===== src/rtl/sar_ripple_reg.sv =====
module sar_ripple_reg #(
  parameter int NBITS = 10
) (
  input  logic             clk,
  input  logic             rst_n,
  input  logic             conv_start,
  input  logic             cmp_p,
  input  logic             cmp_n,
  input  logic             valid,
  output logic [NBITS-1:0] bit_p,
  output logic [NBITS-1:0] bit_n,
  output logic             cmp_clk_n,
  output logic             done
);

  logic             start_q, valid_q, dec_q;
  logic [NBITS-1:0] armed, fin, slice_p, slice_n;
  logic [NBITS-1:0] take, prev_take;
  logic             start_edge, strobe_fall;

  assign start_edge  = conv_start & ~start_q;
  assign strobe_fall = valid_q & ~valid;
  assign take        = armed & {NBITS{strobe_fall}};
  assign prev_take   = {take[NBITS-2:0], 1'b0};
  assign cmp_clk_n   = ~(|armed);

  always_ff @(posedge clk or negedge rst_n) begin
    if (!rst_n) begin
      start_q <= 1'b0;
      valid_q <= 1'b0;
      dec_q   <= 1'b0;
    end else begin
      start_q <= conv_start;
      valid_q <= valid;
      if (valid) dec_q <= cmp_p & ~cmp_n;
    end
  end

  for (genvar k = 0; k < NBITS; k++) begin : g_slice
    always_ff @(posedge clk or negedge rst_n) begin
      if (!rst_n) begin
        armed[k]   <= 1'b0;
        fin[k]     <= 1'b0;
        slice_p[k] <= 1'b0;
        slice_n[k] <= 1'b0;
      end else if (start_edge) begin
        armed[k]   <= (k == 0);
        fin[k]     <= 1'b0;
        slice_p[k] <= 1'b0;
        slice_n[k] <= 1'b0;
      end else if (take[k]) begin
        armed[k]   <= 1'b0;
        fin[k]     <= 1'b1;
        slice_p[k] <= dec_q;
        slice_n[k] <= ~dec_q;
      end else if (prev_take[k]) begin
        armed[k]   <= 1'b1;
      end
    end
    assign bit_p[NBITS-1-k] = slice_p[k];
    assign bit_n[NBITS-1-k] = slice_n[k];
  end

  always_ff @(posedge clk or negedge rst_n) begin
    if (!rst_n)          done <= 1'b0;
    else if (start_edge) done <= 1'b0;
    else                 done <= fin[NBITS-1];
  end

endmodule


===== config.mk =====
export PLATFORM = sky130hd
export DESIGN_NAME = sar_ripple_reg
export DESIGN_NICKNAME = d
export VERILOG_FILES = /design/src/rtl/sar_ripple_reg.sv
export SDC_FILE = /design/constraint.sdc
export NUM_CORES = 1
export LEC_CHECK = 0
export ABC_AREA = 0
export BUFFER_PORTS_ARGS = -buffer_cell sky130_fd_sc_hd__buf_2
export CAP_MARGIN = 20
export CORE_MARGIN = 2
export CORE_UTILIZATION = 57
export DETAILED_ROUTE_END_ITERATION = 16
export PLACE_DENSITY_LB_ADDON = 0.2
export SLEW_MARGIN = 20
export SYNTH_ARGS = -nofsm -noshare
export SYNTH_HDL_FRONTEND = slang
export SYNTH_SLANG_ARGS = --single-unit

===== constraint.sdc =====
create_clock -name clk -period 3.3 [get_ports clk]
set_input_delay 0.66 -clock clk [delete_from_list [all_inputs] [get_ports clk]]
set_output_delay 0.66 -clock clk [all_outputs]
set_load 0.05 [all_outputs]

==> flow_summary_export.csv, run 1 <==
group,metric,value,unit
floorplanning,core_area,2430,um2
grt,grt_pass1_vias,940,
critical_path,crit_buf_inv,1,
pwr,max-vdd-ir-drop,0.397,mV
placed_design,dpl-instance-area,1590,um2
synth,synth.largest_area_cell,"dfrtp_1",
cts,hold_buffers,0,
sta,fin_tns_setup,0,ns
critical_path,worst_setup_path_start_kind,"flop",
run,drv_cap,0,
critical_path,critPathKind,"reg2out",
cts,tritoncts,"done",
synth,syn_inst,125,
detailed_routing,routed.top_layer,"met4",
placed_design,pre_cts_ws,1.22,ns
detailed_routing,firstDrtPassIters,5,
detailed_routing,routed-wl-met3,155,um
grt,antenna_found_initial,0,
synth,synth.most_common_cell,"dfrtp_1",
finish,syn_to_final_growth,15.2,%
cts,cts.sink_count,35,
synth,synth.distinct_cells,18,
synth,syn_nets,131,
floorplanning,die_area,2940,um2
finish,fin_nets,160,
detailed_routing,met2WireLength,1.29,mm
grt,grt_use_total,22.8,%
synth,synth_area_per_cell,11.5,um2
sta,tightest_slew,0.738,ns
detailed_routing,vias,1011,
floorplanning,die_x,54.2,um
detailed_routing,wl_met1,1.21,mm
synth,async_flop_share,100,%
sta,fin_crit_sh,73.7,%
grt,grt_max_degree,36,
critical_path,cpPeakStageDelay,0.53,ns
cts,clk_pin_slew_worst_paths,0.09,ns
cts,insertion_delay,0.34,ns
synth,synth_edf_count,0,
critical_path,cp.required,2.64,ns
floorplanning,die-height,54.2,um
outcome,status,"completed",
floorplanning,ios,28,
cts,cts_max_level,2,
placed_design,post-dp-hpwl,1.94,mm
sta,grt_setup_unrepaired,"no",
synth,synth_seq_cells,35,
placed_design,place_inst,177,
critical_path,critical_path.endpoint_type,"output pin",
sta,slew_viol_final,0,
sta,min_period,2.43,ns
synth,synth_top_area_share,61.0,%
grt,gr-total-overflow,0,
finish,antenna_cells,0,
cts,post_cts_resized,0,
detailed_routing,wl_per_cell,14.6,um
floorplanning,num_rows,18,
finish,fill_cells,184,
worst_hold_path,hold_path.class,"in2async",
finish,design_area,1660,um2
critical_path,worst_path_max_delay_cell,"or4_4",
finish,fin_cells,185,
synth,ys_top_cells_by_count,"dfrtp_1 (35), o21ai_0 (22), nand3_1 (20)",
cts,post-cts-setup-buffers,0,
synth,syn_area,1440,um2
critical_path,cp_top_family,"simple AND/OR/NAND/NOR gates",
sta,relSlewSlack,50.8,%
detailed_routing,drcViolationCount,0,
detailed_routing,drtIter0Drc,11,
finish,regArea,876,um2
synth,ys_seq_area_share,61.0,%
pwr,fin_total_pwr,806,uW
finish,drive_gt1_share,31.0,%
finish,multi_input_area,519,um2
sta,fmax,0.411,GHz
synth,yosysWarnings,0,
pwr,power.density,487,nW/um2
synth,synthTopCellsByArea,"dfrtp_1 (61%), o21ai_0 (7.7%), mux2_2 (7.1%), nand3_1 (7.0%), nand3b_1 (4.7%)",
placed_design,routabilityCongestion,0.778,
pwr,p_leak,0.843,nW
sta,fin_ws,0.867,ns
cts,clockRootBuffer,"clkbuf_4",
sta,finalHoldViolations,0,
sta,setup_viol,0,
detailed_routing,drt_wl_total,2.70,mm
cts,cts_buffers,5,
grt,grt_pass1_wl,4.45,mm
detailed_routing,ant_nets,0,
synth,synth_ff_type,"dfrtp_1",
sta,finalClockSkew,0.00508,ns
critical_path,worstPathCellList,"or4_4 -> nor4_2 -> buf_2",
detailed_routing,vias_per_cell,5.46,
critical_path,crit_fanout,3,
critical_path,arrival,1.77,ns
floorplanning,initial_core_util,59.1,%
cts,clock_path_buffers,2,
placed_design,io_buffers,27,
[worst register-to-register path, cell delays in order, from the launching register on]
cell and delay, ns:
dfrtp_1 0.63, nor2b_1 0.55, mux2_2 0.26, nor2_1 0.04
[cell families after synthesis]
| logic type | share of synthesized area (%) |
|---|---|
| simple gates | 21.1 |
| flops | 61.0 |
| buf+inv | 2.87 |
| compound gates | 8.01 |
| mux | 7.06 |
[metrics by stage]
step | hold WS, ns | util [%]
after global placement | 0.469 | 65.2
after floorplan | 0.364 | -
after CTS | 0.392 | 68.1
after global routing | 0.429 | 68.1
after detailed placement | 0.484 | 65.2
final | 0.372 | 68.1
[cell type report]
type	count	share of cell area (%)
Tap cell	30	2.27
Sequential cell	35	52.9
Multi-Input combinational cell	81	31.4
Inverter	3	0.680
Clock buffer	8	4.16
Timing Repair Buffer	28	8.62
[routing by layer]
| metal | vias to the layer above | global-route usage (%) |
|---|---|---|
| li1 | 499 | - |
| met1 | 479 | 29.6 |
| met2 | 25 | 33.7 |
| met3 | 8 | 8.61 |
| met4 | 0 | 10.0 |
| met5 | - | 0 |
[layout by cell type (no fill, tap or decap), drive strengths merged]
cell type | netlist | layout
a21oi | 1 | 1
buf | 4 | 28
clkbuf | 2 | 8
dfrtp | 35 | 35
inv | 3 | 3
mux2 | 9 | 9
nand2 | 2 | 2
nand2b | 1 | 1
nand3 | 20 | 20
nand3b | 11 | 11
nor2 | 10 | 10
nor2b | 2 | 2
nor4 | 1 | 1
o21ai | 22 | 22
or4 | 2 | 2
[registers in the layout, summed over array words and instances (netlist names)]
signal   count
armed       10
bit_n       10
bit_p       10
dec_q        1
done         1
fin          1
start_q      1
valid_q      1
[worst paths after layout]
kind / startpoint / endpoint / slack, ns / depth (start not counted)
worst min-delay path: rst_n / bit_p[8] / 0.37 / 1
worst min register to register: fin[9] / done / 0.50 / 2
min in group clk: conv_start / start_q / 0.45 / 1
worst max register to register: valid_q / armed[5] / 1.68 / 3
worst max-delay path: armed[8] / cmp_clk_n / 0.87 / 3
max in group asynchronous: rst_n / bit_p[1] / 2.46 / 1
[power breakdown]
part / switching [mW] / internal [mW]
clock: 0.135 / 0.125
combinational: 0.0672 / 0.0255
sequential: 0.0111 / 0.442
total: 0.213 / 0.593
Power figures use the tool's default switching activity.
==> run 2, diff against run 1 <==
--- a/config.mk
+++ b/config.mk
@@ -9,7 +9,7 @@
 export BUFFER_PORTS_ARGS = -buffer_cell sky130_fd_sc_hd__buf_2
 export CAP_MARGIN = 20
 export CORE_MARGIN = 2
-export CORE_UTILIZATION = 57
+export CORE_UTILIZATION = 53
 export DETAILED_ROUTE_END_ITERATION = 16
 export PLACE_DENSITY_LB_ADDON = 0.2
 export SLEW_MARGIN = 20
==> constraint.sdc (replaced) <==
create_clock -name clk -period 2.35 [get_ports clk]
set_input_delay 0.47 -clock clk [delete_from_list [all_inputs] [get_ports clk]]
set_output_delay 0.47 -clock clk [all_outputs]
set_load 0.05 [all_outputs]
==> flow_summary_export.csv, run 2 (synthesis gave the netlist of run 1 again) <==
group,metric,value,unit
critical_path,crit_start,"armed[8]",
cts,hold_buffers,0,
critical_path,crit_fanout,3,
cts,clk_pin_slew_worst_paths,0.10,ns
sta,grt_setup_unrepaired,"no",
critical_path,worst_path_max_delay_cell,"or4_4",
floorplanning,die_x,56.1,um
cts,post_cts_resized,0,
detailed_routing,drtIter0Drc,18,
critical_path,arrival,1.82,ns
outcome,status,"completed",
detailed_routing,drcViolationCount,0,
cts,cts_buffers,5,
finish,fin_nets,161,
detailed_routing,wl_per_cell,14.7,um
floorplanning,initial_core_util,56.9,%
detailed_routing,vias_per_cell,5.55,
sta,fin_crit_sh,97.5,%
sta,fmax,0.436,GHz
sta,relSlewSlack,49.6,%
critical_path,worstPathCellList,"or4_4 -> nor4_2 -> buf_2",
pwr,max-vdd-ir-drop,0.526,mV
sta,finalHoldViolations,0,
grt,gr-total-overflow,0,
cts,tritoncts,"done",
critical_path,cp.required,1.88,ns
pwr,p_clk_share,32.1,%
grt,grt_use_total,20.6,%
pwr,combPwrFrac,12.1,%
worst_hold_path,hold_path.class,"in2async",
sta,finalClockSkew,0.00504,ns
floorplanning,num_rows,18,
pwr,seq_power_share,55.9,%
floorplanning,ios,28,
grt,antenna_found_initial,0,
finish,final_cell_mix,"dfrtp_1 (35), buf_2 (27), o21ai_0 (22)",
pwr,power_switching,298,uW
finish,antenna_cells,0,
floorplanning,die-height,56.1,um
cts,clock_path_buffers,2,
grt,grt_pass1_vias,1035,
detailed_routing,vias,1032,
cts,post-cts-setup-buffers,0,
detailed_routing,drt_wl_total,2.73,mm
critical_path,critical_path.endpoint_type,"output pin",
floorplanning,die_area,3140,um2
pwr,power.density,681,nW/um2
sta,slew_viol_final,0,
finish,final_common_cell,"dfrtp_1",
critical_path,worst_setup_path_start_kind,"flop",
cts,insertion_delay,0.33,ns
finish,drive_gt1_share,31.4,%
placed_design,post-dp-hpwl,1.92,mm
cts,cts.sink_count,35,
grt,grt_max_degree,36,
sta,min_period,2.29,ns
pwr,p_sw_share,26.3,%
run,drv_cap,0,
critical_path,cpPeakStageDelay,0.54,ns
cts,clockRootBuffer,"clkbuf_4",
placed_design,io_buffers,27,
critical_path,r2r_start,"valid_q",
sta,tightest_slew,0.756,ns
grt,grt_pass1_wl,4.96,mm
finish,syn_to_final_growth,15.8,%
pwr,p_int,834,uW
cts,cts_max_level,2,
sta,fin_tns_setup,0,ns
critical_path,cp_top_family,"simple AND/OR/NAND/NOR gates",
sta,setup_viol,0,
placed_design,routabilityCongestion,0.770,
detailed_routing,ant_nets,0,
floorplanning,core_area,2520,um2
critical_path,crit_buf_inv,1,
finish,fin_util,65.9,%
pwr,p_leak,0.848,nW
critical_path,critPathKind,"reg2out",
detailed_routing,firstDrtPassIters,4,
## run 2: cell types whose count changed in the layout (fill, tap and decap cells not counted), sizes merged
| cell | delta |
|---|---|
| buf | +1 |
## run 2: path summary, 6_finish.rpt
kind	endpoint	slack, ns	cells after the start
setup / recovery	cmp_clk_n	0.06	3
hold / removal	bit_p[9]	0.20	1
setup reg to reg	armed[8]	0.81	4
hold reg to reg	bit_p[8]	0.50	2
max in group asynchronous	bit_n[5]	1.67	1
min in group clk	start_q	0.27	1
## run 2: cell type report
class	instances	area, um2
clock buffer	8	68.8
fill	208	860
inverter	3	11.3
multi-input combinational	81	519
sequential	35	876
tap	30	37.5
timing repair buffer	29	150
## run 2: routing by layer
layer | vias to the layer above | part of all wire (%) | GRT usage [%]
li1 | 503 | - | -
met1 | 496 | 48 | 28.6
met2 | 26 | 45 | 29.7
met3 | 7 | 5.2 | 5.58
met4 | 0 | 2.1 | 10.2
met5 | - | 0 | 0
## run 2: worst reg2reg max path: stages, from the launching register on
cell	delay, ns
dfrtp_1	0.33
buf_4	0.19
nor2b_1	0.55
mux2_2	0.28
nor2_1	0.04
## run 2: power groups by stage
stage | Sequential (mW) | Combinational [mW] | Clock, mW
3_5_place_dp | 0.645 | 0.137 | 0
6_report | 0.632 | 0.137 | 0.363
5_1_grt | 0.636 | 0.149 | 0.397
4_1_cts | 0.633 | 0.138 | 0.372
3_3_place_gp | 0.643 | 0.135 | 0
2_1_floorplan | 0.676 | 0.0631 | 0
## run 2: metrics by stage
stage	setup WS [ns]	power (mW)	instance area [um2]	hold slack, ns	instances
floorplan	0.0425	0.739	1440	0.174	125
global placement	0.454	0.778	1590	0.472	178
detailed placement	0.432	0.782	1590	0.485	178
CTS	0.0476	1.14	1660	0.211	186
global route	0.0120	1.18	1660	0.250	186
finish	0.0583	1.13	1660	0.196	186
==> run 3, diff against run 2 <==
--- a/config.mk
+++ b/config.mk
@@ -9,7 +9,7 @@
 export BUFFER_PORTS_ARGS = -buffer_cell sky130_fd_sc_hd__buf_2
 export CAP_MARGIN = 20
 export CORE_MARGIN = 2
-export CORE_UTILIZATION = 53
+export CORE_UTILIZATION = 40
 export DETAILED_ROUTE_END_ITERATION = 16
 export PLACE_DENSITY_LB_ADDON = 0.2
 export SLEW_MARGIN = 20
==> flow_summary_export.csv, run 3 (synthesis gave the netlist of run 1 again) <==
group,metric,value,unit
pwr,p_leak,0.839,nW
sta,tightest_slew,0.758,ns
sta,finalHoldViolations,0,
finish,final_cell_mix,"dfrtp_1 (35), buf_2 (26), o21ai_0 (22)",
detailed_routing,drt_wl_total,2.80,mm
sta,finalClockSkew,0.00865,ns
detailed_routing,drcViolationCount,0,
cts,clk_pin_slew_worst_paths,0.10,ns
cts,cts_buffers,5,
detailed_routing,vias_per_cell,5.05,
floorplanning,die-height,63.9,um
sta,fmax,0.438,GHz
finish,antenna_cells,0,
critical_path,crit_start,"armed[8]",
grt,grt_use_total,15.7,%
sta,fin_crit_sh,97.1,%
sta,whs,0.201,ns
sta,relSlewSlack,49.4,%
critical_path,critical_path.endpoint_type,"output pin",
grt,grt_pass1_wl,4.83,mm
grt,grt_max_degree,36,
critical_path,reg2reg_depth,3,
detailed_routing,vias,1009,
sta,fin_tns_setup,0,ns
cts,insertion_delay,0.33,ns
pwr,max-vdd-ir-drop,0.249,mV
sta,setup_viol,0,
critical_path,critPathKind,"reg2out",
sta,min_period,2.28,ns
cts,cts_max_level,2,
critical_path,arrival,1.81,ns
finish,drive_gt1_share,31.2,%
floorplanning,num_rows,21,
finish,syn_to_final_growth,15.9,%
detailed_routing,ant_nets,0,
outcome,status,"completed",
cts,hold_buffers,0,
cts,clock_path_buffers,2,
detailed_routing,firstDrtPassIters,4,
placed_design,io_buffers,27,
floorplanning,core_area,3390,um2
sta,slew_viol_final,0,
critical_path,rrSetupSlack,0.75,ns
critical_path,worst_setup_path_start_kind,"flop",
grt,antenna_found_initial,0,
floorplanning,initial_core_util,42.4,%
placed_design,routabilityCongestion,0.729,
finish,fill_cells,318,
floorplanning,die_x,63.9,um
critical_path,crit_fanout,3,
critical_path,cp.required,1.88,ns
floorplanning,die_area,4090,um2
detailed_routing,wl_per_cell,14.0,um
finish,final_common_cell,"dfrtp_1",
floorplanning,ios,28,
critical_path,r2r_start,"valid_q",
grt,gr-total-overflow,0,
critical_path,r2r-end,"armed[9]",
cts,cts.sink_count,35,
finish,fin_nets,160,
grt,grt_pass1_vias,981,
cts,tritoncts,"done",
run,drv_cap,0,
cts,clockRootBuffer,"clkbuf_4",
pwr,power.density,658,nW/um2
sta,grt_setup_unrepaired,"no",
worst_hold_path,hold_path.class,"in2async",
detailed_routing,drtIter0Drc,77,
run 3: layer usage:
metal | global-route usage [%] | up-vias | part of all wire [%]
met2 | 25.0 | 26 | 49
met4 | 6.52 | 0 | 1.4
met3 | 4.40 | 5 | 4.7
li1 | - | 499 | -
met1 | 20.2 | 479 | 45
met5 | 0 | - | 0
run 3: worst max-delay path by stage:
| stage | endpoint | depth (start not counted) |
|---|---|---|
| after floorplan | cmp_clk_n | 2 |
| after global placement | cmp_clk_n | 3 |
| after detailed placement | cmp_clk_n | 3 |
| after CTS | cmp_clk_n | 3 |
| after global routing | cmp_clk_n | 3 |
| final | cmp_clk_n | 3 |
run 3: timing repair:
item	CTS	global route
resized for setup	0	2
endpoints found under the setup margin	0	1
setup buffers	0	0
run 3: stage by stage:
stage	setup slack [ns]	utilization, %	area [um2]	power (mW)	std cells
after floorplan	0.0425	-	1440	0.739	125
final	0.0681	49.1	1670	1.10	200
after detailed placement	0.399	47.4	1610	0.782	193
after CTS	0.0203	49.1	1660	1.11	200
after global placement	0.406	47.4	1610	0.778	193
after global routing	0.0196	49.1	1670	1.15	200
run 3: cell type report:
| type | count | area [um2] | share of cell area [%] |
|---|---|---|---|
| multi-input cells | 81 | 519 | 31.2 |
| flip-flops and latches | 35 | 876 | 52.6 |
| inverters | 3 | 11.3 | 0.676 |
| repair buffers | 28 | 145 | 8.72 |
| clock inverters | 1 | 5.00 | 0.301 |
| well taps | 46 | 57.6 | 3.46 |
| clock buffers | 6 | 51.3 | 3.08 |
run 3: worst max-delay path: stages (launching register included):
cell	delay (ns)
dfrtp_1	0.41
or4_4	0.55
nor4_2	0.28
buf_4	0.25
run 3: power by group:
part	internal [mW]	switching, mW	leakage, nW
clock network	0.139	0.187	0.0341
registers	0.621	0.0148	0.477
logic	0.0375	0.0965	0.328
